--- src/rtl/nand_fe_pkg.sv ---
package nand_fe_pkg;
  typedef enum logic [1:0] {CK_CMD, CK_ADDR, CK_DATA} kind_e;

  typedef enum logic [3:0] {
    OP_NONE = 4'd0, OP_READ = 4'd1, OP_READ_CB = 4'd2, OP_PROG = 4'd3,
    OP_COPYBACK = 4'd4, OP_ERASE = 4'd5, OP_STATUS = 4'd6, OP_STATUS_ENH = 4'd7,
    OP_ID = 4'd8, OP_RESET = 4'd9, OP_COLSET = 4'd10
  } op_e;

  typedef enum logic [2:0] {
    S_IDLE, S_RADDR, S_PADDR, S_PDATA, S_EADDR, S_RCOL, S_PCOL
  } st_e;

  localparam logic [7:0] C_READ    = 8'h00;
  localparam logic [7:0] C_RDGO    = 8'h30;
  localparam logic [7:0] C_RDCB    = 8'h35;
  localparam logic [7:0] C_PROG    = 8'h80;
  localparam logic [7:0] C_PRGO    = 8'h10;
  localparam logic [7:0] C_MOVE    = 8'h85;
  localparam logic [7:0] C_ERASE   = 8'h60;
  localparam logic [7:0] C_ERGO    = 8'hD0;
  localparam logic [7:0] C_RCOL    = 8'h05;
  localparam logic [7:0] C_RCOLGO  = 8'hE0;
  localparam logic [7:0] C_STAT    = 8'h70;
  localparam logic [7:0] C_STATX   = 8'h78;
  localparam logic [7:0] C_ID      = 8'h90;
  localparam logic [7:0] C_RESET   = 8'hFF;
endpackage

--- src/rtl/nand_bus_sampler.sv ---
module nand_bus_sampler
  import nand_fe_pkg::*;
#(
  parameter int BW = 8
) (
  input  logic          clk,
  input  logic          rst,
  input  logic          ce_n,
  input  logic          cle,
  input  logic          ale,
  input  logic          we_n,
  input  logic          re_n,
  input  logic          wp_n,
  input  logic [BW-1:0] io_in,
  output logic          ev_valid,
  output kind_e         ev_kind,
  output logic [BW-1:0] ev_byte,
  output logic          wp_ok
);
  logic we_q;
  logic edge_hit;

  assign edge_hit = we_n && !we_q && !ce_n && re_n && !(cle && ale);

  always_ff @(posedge clk) begin
    if (rst) begin
      we_q     <= 1'b1;
      ev_valid <= 1'b0;
      ev_kind  <= CK_DATA;
      ev_byte  <= '0;
      wp_ok    <= 1'b0;
    end else begin
      we_q     <= we_n;
      ev_valid <= edge_hit;
      wp_ok    <= wp_n;
      if (edge_hit) begin
        ev_byte <= io_in;
        if (cle)      ev_kind <= CK_CMD;
        else if (ale) ev_kind <= CK_ADDR;
        else          ev_kind <= CK_DATA;
      end
    end
  end


  ev_spacing_chk: assert property (@(posedge clk) disable iff (rst)
    ev_valid |=> !ev_valid);
endmodule

--- src/rtl/nand_addr_collect.sv ---
module nand_addr_collect #(
  parameter int NB = 5,
  parameter int CW = 12,
  parameter int RW = 17,
  localparam int CNTW = $clog2(NB + 2),
  localparam int CHI  = CW - 8,
  localparam int RHI  = RW - 16
) (
  input  logic            clk,
  input  logic            rst,
  input  logic            clr,
  input  logic [CNTW-1:0] start,
  input  logic            push,
  input  logic [7:0]      byte_in,
  output logic [CNTW-1:0] cnt,
  output logic [CW-1:0]   col,
  output logic [RW-1:0]   row,
  output logic            col_ok
);
  localparam logic [CNTW-1:0] CMAX = {CNTW{1'b1}};
  localparam logic [CNTW-1:0] NBV  = CNTW'(NB);

  logic [7:0]      ab [NB];
  logic [CNTW-1:0] wr_idx;
  logic            wr_en;

  assign wr_idx = clr ? start : cnt;
  assign wr_en  = push && (clr || cnt < NBV);

  for (genvar i = 0; i < NB; i++) begin : g_byte
    always_ff @(posedge clk) begin
      if (rst) ab[i] <= '0;
      else if (wr_en && wr_idx == CNTW'(i)) ab[i] <= byte_in;
    end
  end

  always_ff @(posedge clk) begin
    if (rst)                     cnt <= '0;
    else if (clr)                cnt <= push ? start + 1'b1 : start;
    else if (push && cnt != CMAX) cnt <= cnt + 1'b1;
  end

  assign col    = {ab[1][CHI-1:0], ab[0]};
  assign col_ok = (ab[1][7:CHI] == '0);
  assign row    = {ab[4][RHI-1:0], ab[3], ab[2]};


  cnt_step_chk: assert property (@(posedge clk) disable iff (rst)
    (push && !clr && $past(!rst)) |=> (cnt != '0));
endmodule

--- src/rtl/nand_cmd_fsm.sv ---
module nand_cmd_fsm
  import nand_fe_pkg::*;
#(
  parameter int CW = 12,
  parameter int RW = 17,
  parameter int NB = 5,
  localparam int CNTW = $clog2(NB + 2)
) (
  input  logic            clk,
  input  logic            rst,
  input  logic            ev_valid,
  input  kind_e           ev_kind,
  input  logic [7:0]      ev_byte,
  input  logic            wp_ok,
  input  logic            be_done,
  input  logic [CNTW-1:0] a_cnt,
  input  logic [CW-1:0]   a_col,
  input  logic [RW-1:0]   a_row,
  input  logic            a_col_ok,
  output logic            a_clr,
  output logic [CNTW-1:0] a_start,
  output logic            a_push,
  output logic            rb_n,
  output logic            req_valid,
  output logic [3:0]      req_op,
  output logic [CW-1:0]   req_col,
  output logic [RW-1:0]   req_row,
  output logic            dat_valid,
  output logic [7:0]      dat_byte
);
  localparam logic [CNTW-1:0] FULL = CNTW'(NB);
  localparam logic [CNTW-1:0] COLN = CNTW'(2);
  localparam logic [CNTW-1:0] ROW0 = CNTW'(2);

  st_e st, st_n;
  op_e bop, bop_n, fop;
  logic cb, cb_n, rmode, rmode_n, busy, busy_n, fire, dv, prog_ok;
  logic [CW-1:0] pcol, pcol_n, fcol;
  logic [RW-1:0] prow, prow_n, frow;

  assign busy    = !rb_n;
  assign prog_ok = (st == S_PDATA) || (st == S_PADDR && a_cnt == FULL && a_col_ok);

  always_comb begin
    st_n = st; bop_n = bop; cb_n = cb; rmode_n = rmode; busy_n = busy;
    pcol_n = pcol; prow_n = prow;
    fire = 1'b0; fop = OP_NONE; fcol = '0; frow = '0; dv = 1'b0;
    a_clr = 1'b0; a_start = '0; a_push = 1'b0;
    if (be_done) busy_n = 1'b0;
    if (ev_valid && busy) begin
      if (ev_kind == CK_CMD) begin
        case (ev_byte)
          C_RESET: if (bop != OP_RESET) begin
            fire = 1'b1; fop = OP_RESET; bop_n = OP_RESET; busy_n = 1'b1;
            st_n = S_IDLE; rmode_n = 1'b1;
          end
          C_STAT:  begin fire = 1'b1; fop = OP_STATUS; end
          C_STATX: begin fire = 1'b1; fop = OP_STATUS_ENH; end
          default: ;
        endcase
      end
    end else if (ev_valid) begin
      case (ev_kind)
        CK_CMD: begin
          st_n = S_IDLE;
          case (ev_byte)
            C_RESET: begin
              fire = 1'b1; fop = OP_RESET; bop_n = OP_RESET; busy_n = 1'b1; rmode_n = 1'b1;
            end
            C_STAT:  begin fire = 1'b1; fop = OP_STATUS; st_n = st; end
            C_STATX: begin fire = 1'b1; fop = OP_STATUS_ENH; st_n = st; end
            C_ID:    begin fire = 1'b1; fop = OP_ID; rmode_n = 1'b0; end
            C_READ:  begin st_n = S_RADDR; a_clr = 1'b1; rmode_n = 1'b1; end
            C_PROG:  begin st_n = S_PADDR; a_clr = 1'b1; cb_n = 1'b0; rmode_n = 1'b0; end
            C_ERASE: begin st_n = S_EADDR; a_clr = 1'b1; a_start = ROW0; rmode_n = 1'b0; end
            C_MOVE: begin
              a_clr = 1'b1; rmode_n = 1'b0;
              if (st == S_PDATA) st_n = S_PCOL;
              else begin st_n = S_PADDR; cb_n = 1'b1; end
            end
            C_RCOL: if (rmode && st == S_IDLE) begin st_n = S_RCOL; a_clr = 1'b1; end
            C_RDGO, C_RDCB: if (st == S_RADDR && a_cnt == FULL && a_col_ok) begin
              fire = 1'b1; fop = (ev_byte == C_RDGO) ? OP_READ : OP_READ_CB;
              bop_n = fop; busy_n = 1'b1; fcol = a_col; frow = a_row;
            end
            C_PRGO: if (prog_ok && wp_ok) begin
              fire = 1'b1; fop = cb ? OP_COPYBACK : OP_PROG; bop_n = fop; busy_n = 1'b1;
              fcol = (st == S_PDATA) ? pcol : a_col;
              frow = (st == S_PDATA) ? prow : a_row;
            end
            C_ERGO: if (st == S_EADDR && a_cnt == FULL && wp_ok) begin
              fire = 1'b1; fop = OP_ERASE; bop_n = OP_ERASE; busy_n = 1'b1; frow = a_row;
            end
            C_RCOLGO: if (st == S_RCOL && a_cnt == COLN) begin
              fire = 1'b1; fop = OP_COLSET; fcol = a_col;
            end
            default: ;
          endcase
        end
        CK_ADDR: begin
          if (st == S_RADDR || st == S_PADDR || st == S_EADDR || st == S_RCOL || st == S_PCOL)
            a_push = 1'b1;
          else if (st == S_IDLE && rmode) begin
            st_n = S_RADDR; a_clr = 1'b1; a_push = 1'b1;
          end
        end
        default: begin
          if (st == S_PADDR) begin
            if (a_cnt == FULL && a_col_ok) begin
              st_n = S_PDATA; pcol_n = a_col; prow_n = a_row; dv = 1'b1;
            end else st_n = S_IDLE;
          end else if (st == S_PDATA) dv = 1'b1;
          else if (st == S_PCOL) begin
            if (a_cnt == COLN) begin
              st_n = S_PDATA; dv = 1'b1; fire = 1'b1; fop = OP_COLSET; fcol = a_col;
            end else st_n = S_IDLE;
          end
        end
      endcase
    end
  end

  always_ff @(posedge clk) begin
    if (rst) begin
      st <= S_IDLE; bop <= OP_NONE; cb <= 1'b0; rmode <= 1'b1; rb_n <= 1'b1;
      pcol <= '0; prow <= '0;
      req_valid <= 1'b0; req_op <= '0; req_col <= '0; req_row <= '0;
      dat_valid <= 1'b0; dat_byte <= '0;
    end else begin
      st <= st_n; bop <= bop_n; cb <= cb_n; rmode <= rmode_n; rb_n <= !busy_n;
      pcol <= pcol_n; prow <= prow_n;
      req_valid <= fire; dat_valid <= dv;
      if (fire) begin req_op <= fop; req_col <= fcol; req_row <= frow; end
      if (dv) dat_byte <= ev_byte;
    end
  end


  busy_on_fire_chk: assert property (@(posedge clk) disable iff (rst)
    (req_valid && (req_op inside {4'd1, 4'd2, 4'd3, 4'd4, 4'd5, 4'd9})) |-> !rb_n);

  ready_after_done_chk: assert property (@(posedge clk) disable iff (rst)
    $rose(rb_n) |-> $past(be_done));

  busy_filter_chk: assert property (@(posedge clk) disable iff (rst)
    (req_valid && !$past(rb_n)) |-> (req_op inside {4'd6, 4'd7, 4'd9}));

  protect_chk: assert property (@(posedge clk) disable iff (rst)
    (req_valid && (req_op inside {4'd3, 4'd4, 4'd5})) |-> $past(wp_ok));
endmodule

--- src/rtl/nand_cmd_front.sv ---
module nand_cmd_front
  import nand_fe_pkg::*;
#(
  parameter int CW = 12,
  parameter int RW = 17,
  parameter int NB = 5,
  localparam int CNTW = $clog2(NB + 2)
) (
  input  logic          clk,
  input  logic          rst,
  input  logic          ce_n,
  input  logic          cle,
  input  logic          ale,
  input  logic          we_n,
  input  logic          re_n,
  input  logic          wp_n,
  input  logic [7:0]    io_in,
  input  logic          be_done,
  output logic          rb_n,
  output logic          req_valid,
  output logic [3:0]    req_op,
  output logic [CW-1:0] req_col,
  output logic [RW-1:0] req_row,
  output logic          dat_valid,
  output logic [7:0]    dat_byte
);
  logic            ev_valid, wp_ok, a_clr, a_push, a_col_ok;
  kind_e           ev_kind;
  logic [7:0]      ev_byte;
  logic [CNTW-1:0] a_start, a_cnt;
  logic [CW-1:0]   a_col;
  logic [RW-1:0]   a_row;

  nand_bus_sampler #(.BW(8)) u_samp (
    .clk(clk), .rst(rst), .ce_n(ce_n), .cle(cle), .ale(ale), .we_n(we_n),
    .re_n(re_n), .wp_n(wp_n), .io_in(io_in), .ev_valid(ev_valid),
    .ev_kind(ev_kind), .ev_byte(ev_byte), .wp_ok(wp_ok)
  );

  nand_addr_collect #(.NB(NB), .CW(CW), .RW(RW)) u_addr (
    .clk(clk), .rst(rst), .clr(a_clr), .start(a_start), .push(a_push),
    .byte_in(ev_byte), .cnt(a_cnt), .col(a_col), .row(a_row), .col_ok(a_col_ok)
  );

  nand_cmd_fsm #(.CW(CW), .RW(RW), .NB(NB)) u_fsm (
    .clk(clk), .rst(rst), .ev_valid(ev_valid), .ev_kind(ev_kind), .ev_byte(ev_byte),
    .wp_ok(wp_ok), .be_done(be_done), .a_cnt(a_cnt), .a_col(a_col), .a_row(a_row),
    .a_col_ok(a_col_ok), .a_clr(a_clr), .a_start(a_start), .a_push(a_push),
    .rb_n(rb_n), .req_valid(req_valid), .req_op(req_op), .req_col(req_col),
    .req_row(req_row), .dat_valid(dat_valid), .dat_byte(dat_byte)
  );
endmodule

--- config.mk ---
export PLATFORM = sky130hd
export DESIGN_NAME = nand_cmd_front
export DESIGN_NICKNAME = d
export VERILOG_FILES = /design/src/rtl/nand_fe_pkg.sv /design/src/rtl/nand_bus_sampler.sv /design/src/rtl/nand_addr_collect.sv /design/src/rtl/nand_cmd_fsm.sv /design/src/rtl/nand_cmd_front.sv
export SDC_FILE = /design/constraint.sdc
export NUM_CORES = 1
export LEC_CHECK = 0
export ABC_AREA = 1
export BUFFER_PORTS_ARGS = -buffer_cell sky130_fd_sc_hd__buf_2
export CORE_ASPECT_RATIO = 2
export CORE_UTILIZATION = 40
export CTS_CLUSTER_DIAMETER = 120
export DETAILED_ROUTE_END_ITERATION = 12
export PLACE_DENSITY = 0.6
export SLEW_MARGIN = 40
export SYNTH_ARGS = -nofsm -noshare
export SYNTH_HDL_FRONTEND = slang
export SYNTH_SLANG_ARGS = --single-unit
--- constraint.sdc ---
create_clock -name clk -period 5.2 [get_ports clk]
set_clock_uncertainty 0.15 [all_clocks]
set_input_delay 0.52 -clock clk [delete_from_list [all_inputs] [get_ports clk]]
set_output_delay 0.52 -clock clk [all_outputs]
set_load 0.03 [all_outputs]
==> results.ini, run 1 <==
[drt]
dr.pass1.iters=5
via_per_inst=5.33
vias=6470
wl_per_cell_um=16.3
drcViolationCount=0
drt.antenna.violating_nets=0
drt_iter0_markers=353
routed_wl_um=19800

[yosys]
yosysTopAreaCell=dfxtp_1
synth_area_leaders=dfxtp_1 29%, edfxtp_1 15%, nand2_1 12%
ys_ff_latch=131
syn_area_per_cell_um2=7.02
synth.net_count=976
synth_cell_types=38
yosysTopAreaCellShare_pct=29.3
netlist_area_um2=6700
yosysSeqAreaShare_pct=44.1
yosysWarnings=0
syn-instance-count=955

[power]
power_leakage_nw=3.23
power_density_nw_per_um2=293
irDropWorstVdd_mv=0.230

[die]
dieArea_um2=17300
fp.coreArea_um2=16400
start_util_pct=41.0
rows=66
ioPinCount=61
die_h_um=185
die_w_um=93.5

[worst_setup_path]
r2r-end=u_fsm.req_row[4]
r2r_start=u_fsm.st[2]
cp_data_arrival_time_ns=3.23
crit_path_start_kind=flop
reg2reg_depth=14
critPathCaptureType=flop
startpoint=u_fsm.st[2]
cp.required_ns=5.41
path_class=flop to flop
r2r_slack_ns=2.18
cp_max_fo=72

[global_route]
track_usage_pct=24.1
grt_max_degree=73
grt_first_pass_wirelength_um=31400
grt_pass1_vias=6114
antenna_found_initial=0
grt_remaining_overflow=0

[timing]
fmax_ghz=0.331
drv_slew=0
worstMarginPinSlew_ns=0.699
layout_min_cycle_time_ns=3.02
slew_headroom_pct=53.1
tns_ns=0
hold_viol_final=0
post-route-period-util_pct=58.1
setup_viol=0
rsz0062_at_grt=no

[clocking]
clock-sinks=131
cts_tree=yes
cts_buffers=17
clk_root_buffer_cell=clkbuf_16
post_cts_buffers=0
cts_hold_buf=0
htreeDepth=4
clk_path_buf_depth=2
cts.repair.resized=0
clk_pin_slew_ns=0.06
clk_latency_ns=0.42

[layout]
area_growth_syn_to_layout_pct=14.6
most-common-layout-cells=215 x nand2_1, 153 x nor2_1, 98 x dfxtp_1
antenna_cells=0
nFillCells=1727
drive_gt1_share_pct=13.9
mostFrequentLayoutCell=nand2_1
fin_util_pct=47.0
nets=1017

[place]
port_buffers=60
dp_hpwl_um=14300
gp_congestion=0.993

[hold_path]
hold_class=input pin to flop
hold_path_depth=3
worstHoldEndpoint=u_samp.we_q
holdCritStartpoint=we_n

[run]
drv_cap=0

[outcome]
status=complete, no violations

## power breakdown
group / internal, mW / switching, mW
Combinational: 0.0176 / 0.0463
Clock: 0.635 / 0.487
Sequential: 1.05 / 0.0116
Total: 1.71 / 0.545
## stage by stage
stage               hold WS [ns]  cells  total power [mW]  cell area [um^2]  worst slack [ns]
floorplan                  0.275    955              1.13              6700              2.69
global placement           0.282   1181              1.15              7120              2.15
detailed placement         0.283   1181              1.15              7130              2.16
CTS                        0.132   1213              2.27              7680              2.16
global route               0.139   1213              2.32              7680              1.79
finish                     0.139   1213              2.25              7680              2.18
## critical path, cell delays in order (launching register included)
cell	delay, ns
dfxtp_1	0.38
inv_1	0.13
nand3_2	0.08
buf_4	0.51
nand2_1	0.14
nand3_2	0.13
nand2_1	0.10
o21ai_1	0.12
nand2_1	0.10
nand2_1	0.34
buf_4	0.32
nand2_1	0.19
nand2_1	0.10
nand2_1	0.05
nor2_1	0.10
## flip-flops by register name, summed over array words and instances (netlist names), 2 cells and up
name,cells
u_addr.ab,33
u_addr.cnt,3
u_fsm.bop,4
u_fsm.dat_byte,8
u_fsm.pcol,12
u_fsm.prow,17
u_fsm.req_col,12
u_fsm.req_op,4
u_fsm.req_row,17
u_fsm.st,3
u_samp.ev_byte,8
u_samp.ev_kind,2
## cell type report
class | count | area (um^2) | area share (%)
clock buffers | 19 | 447 | 5.82
clock inverters | 13 | 100 | 1.30
inverters | 91 | 342 | 4.45
multi-input cells | 688 | 3230 | 42.1
flip-flops and latches | 131 | 2950 | 38.5
well taps | 204 | 255 | 3.32
repair buffers | 67 | 353 | 4.60
## cells in the mapped netlist (all sizes together)
library cell	instances
or2	1
a21oi	94
o211ai	4
nor4	1
nand3b	29
nand2	222
clkbuf	30
nor3	6
and3	1
o311ai	1
dfxtp	98
a31oi	4
a211oi	2
nand3	46
a22o	2
nor2	159
inv	91
o22ai	2
edfxtp	33
buf	15
a21boi	2
nand4	14
ha	4
o31ai	2
o21ai	92
## metal layers
metal | part of all wire (%) | track usage [%]
met1 | 37 | 24.8
met2 | 54 | 44.4
met3 | 3.4 | 3.82
met4 | 5.6 | 15.1
met5 | 0 | 0
## how the worst max path moves through the flow
| stage | depth (start not counted) | end | slack (ns) |
|---|---|---|---|
| floorplan | 7 | u_addr.ab[1][0] | 2.69 |
| global placement | 14 | u_fsm.req_row[7] | 2.15 |
| detailed placement | 14 | u_fsm.req_row[4] | 2.16 |
| CTS | 14 | u_fsm.req_row[4] | 2.16 |
| global route | 14 | u_fsm.req_op[3] | 1.79 |
| finish | 14 | u_fsm.req_row[4] | 2.18 |
## kinds of logic (layout without fill, tap and decap cells)
logic type	count (synthesis)	count (layout)	synth area share, %
adder cells (fa/ha/maj)	4	4	0.747
AO/OA/AOI/OAI	205	205	16.1
buffers and inverters	136	190	8.01
AND/OR/NAND/NOR	479	479	31.1
flip-flops	131	131	44.1
(Power assumes the default switching activity.)
==> run 2, diff against run 1 <==
- clock period: 5.2 -> 3.15 ns (I/O delays scaled with it)
==> run 2 against run 1 <==
First-iteration DRC count up 19%; via count down 0.51%; design area up 2.7%; clock power up 71%; wire length up 2.8%; global-route usage up 0.52 points; sequential power up 64%; flip-flop and latch count unchanged; total power up 68%; maximum frequency up 11%; critical path depth down 1; hold slack worse by 0.10 ns.
==> results.ini, run 2 (same netlist as run 1, synthesis figures left out) <==
[worst_setup_path]
path_class=flop to flop
critPathMaxStageDelay_ns=0.49
crit_top_cell=nand2_1
critPathCaptureType=flop
crit_path_cell_trace=ha_1 -> nand2_1 -> nand3b_1 -> nor2_1 -> nand2_1 -> nand3_1 -> o21ai_1 -> nand2_1 -> nand2_1 -> buf_4 -> nand3b_1 -> nand2_1 -> nor2_1
cp_data_arrival_time_ns=2.95
cp.required_ns=3.36
cp_slowest_cell=dfxtp_1
crit_path_start_kind=flop
cp_max_fo=19

[power]
power_frac_seq_pct=46.5
finalPower_mw=3.78
comb_power_share_pct=3.1
p_sw_mw=0.957
p_int_mw=2.83
power_leakage_nw=3.35
p_clk_share_pct=50.4
switching_share_pct=25.3
power_density_nw_per_um2=480
irDropWorstVdd_mv=0.341

[layout]
antenna_cells=0
instances_no_fill=1235
mostFrequentLayoutCell=nand2_1
reg_top3=u_addr.ab (33), u_fsm.prow (17), u_fsm.req_row (17)
area_growth_syn_to_layout_pct=17.6
registers.top_by_ff_count=u_addr.ab
fin_util_pct=48.2
drive_gt1_share_pct=15.0
largest_reg_flops=33
fin_area_um2=7880
most-common-layout-cells=215 x nand2_1, 154 x nor2_1, 98 x dfxtp_1
nets=1039

[outcome]
status=complete, no violations

[timing]
rsz0062_at_grt=no
setup_viol=0
worstMarginPinSlew_ns=0.605
tns_ns=0
layout_setup_ws_ns=0.416
hold_ws_ns=0.0380
layout_min_cycle_time_ns=2.73
hold_viol_final=0
post-route-period-util_pct=86.8
slew_headroom_pct=59.7
fmax_ghz=0.366
drv_slew=0

[clocking]
clk_pin_slew_ns=0.07
cts_tree=yes
htreeDepth=4
clk_path_buf_depth=2
cts_buffers=17
cts.repair.resized=0
clk_latency_ns=0.42
clk_root_buffer_cell=clkbuf_16
post_cts_buffers=0
clock-sinks=131

[global_route]
antenna_found_initial=0
grt_max_degree=71
grt_first_pass_wirelength_um=31700
track_usage_pct=24.6
grt_pass1_vias=6186
grt_remaining_overflow=0

[die]
ioPinCount=61
start_util_pct=41.0
rows=66
fp.coreArea_um2=16400
die_h_um=185
dieArea_um2=17300
die_w_um=93.5

[drt]
drcViolationCount=0
via_per_inst=5.21
drt_iter0_markers=420
wl_per_cell_um=16.5
dr.pass1.iters=5
vias=6437
drt.antenna.violating_nets=0
routed_wl_um=20300

[place]
dp_hpwl_um=14900
postPlaceCellArea_um2=7260
port_buffers=60
gp_congestion=1.00
dp_cells=1197
dpl_worst_slack_ns=0.486

[hold_path]
hold_class=input pin to flop

[run]
drv_cap=0

run 2: power groups by stage:
stage          clock [mW]  sequential, mW  combinational (mW)
6_report             1.91            1.76               0.118
5_1_grt              2.01            1.76               0.132
4_1_cts              1.95            1.76               0.118
3_5_place_dp            0            1.80               0.113
3_3_place_gp            0            1.79               0.113
2_1_floorplan           0            1.79              0.0705
run 2: critical path: cells and delay by family (launching register included):
family / cells / cell delay [ns]
adders and majority gates: 1 / 0.20
buffers and inverters: 1 / 0.28
AOI/OAI and AO/OA: 1 / 0.08
DFF: 1 / 0.49
and+or+nand+nor: 10 / 1.45
run 2: cell type report:
| class | count | area [um^2] |
|---|---|---|
| clock buffers | 17 | 425 |
| well taps | 204 | 255 |
| flip-flops and latches | 131 | 2950 |
| inverters | 91 | 342 |
| fillers | 1735 | 8470 |
| multi-input cells | 688 | 3220 |
| clock inverters | 15 | 141 |
| repair buffers | 89 | 546 |
run 2: path summary, 6_finish.rpt:
| check | cells past startpoint | end | from | slack [ns] |
|---|---|---|---|---|
| min reg2reg | 2 | u_fsm.pcol[8] | u_fsm.pcol[8] | 0.30 |
| max | 13 | u_fsm.req_row[8] | u_addr.cnt[0] | 0.42 |
| max reg2reg | 13 | u_fsm.req_row[8] | u_addr.cnt[0] | 0.42 |
| min | 3 | u_samp.ev_byte[3] | io_in[3] | 0.04 |
run 2: layer usage:
layer / vias to the layer above / GRT usage (%) / wire [um]
met5: - / 0 / 0
met2: 170 / 47.4 / 11200
li1: 3256 / - / -
met4: 0 / 16.7 / 1250
met1: 2943 / 23.4 / 7330
met3: 68 / 3.37 / 573
run 2: repair_timing:
| action | 4_1_cts | 5_1_grt |
|---|---|---|
| hold buffers | 6 | 0 |
| endpoints found under the setup margin | 0 | 0 |
| endpoints found under the hold margin | 5 | 0 |
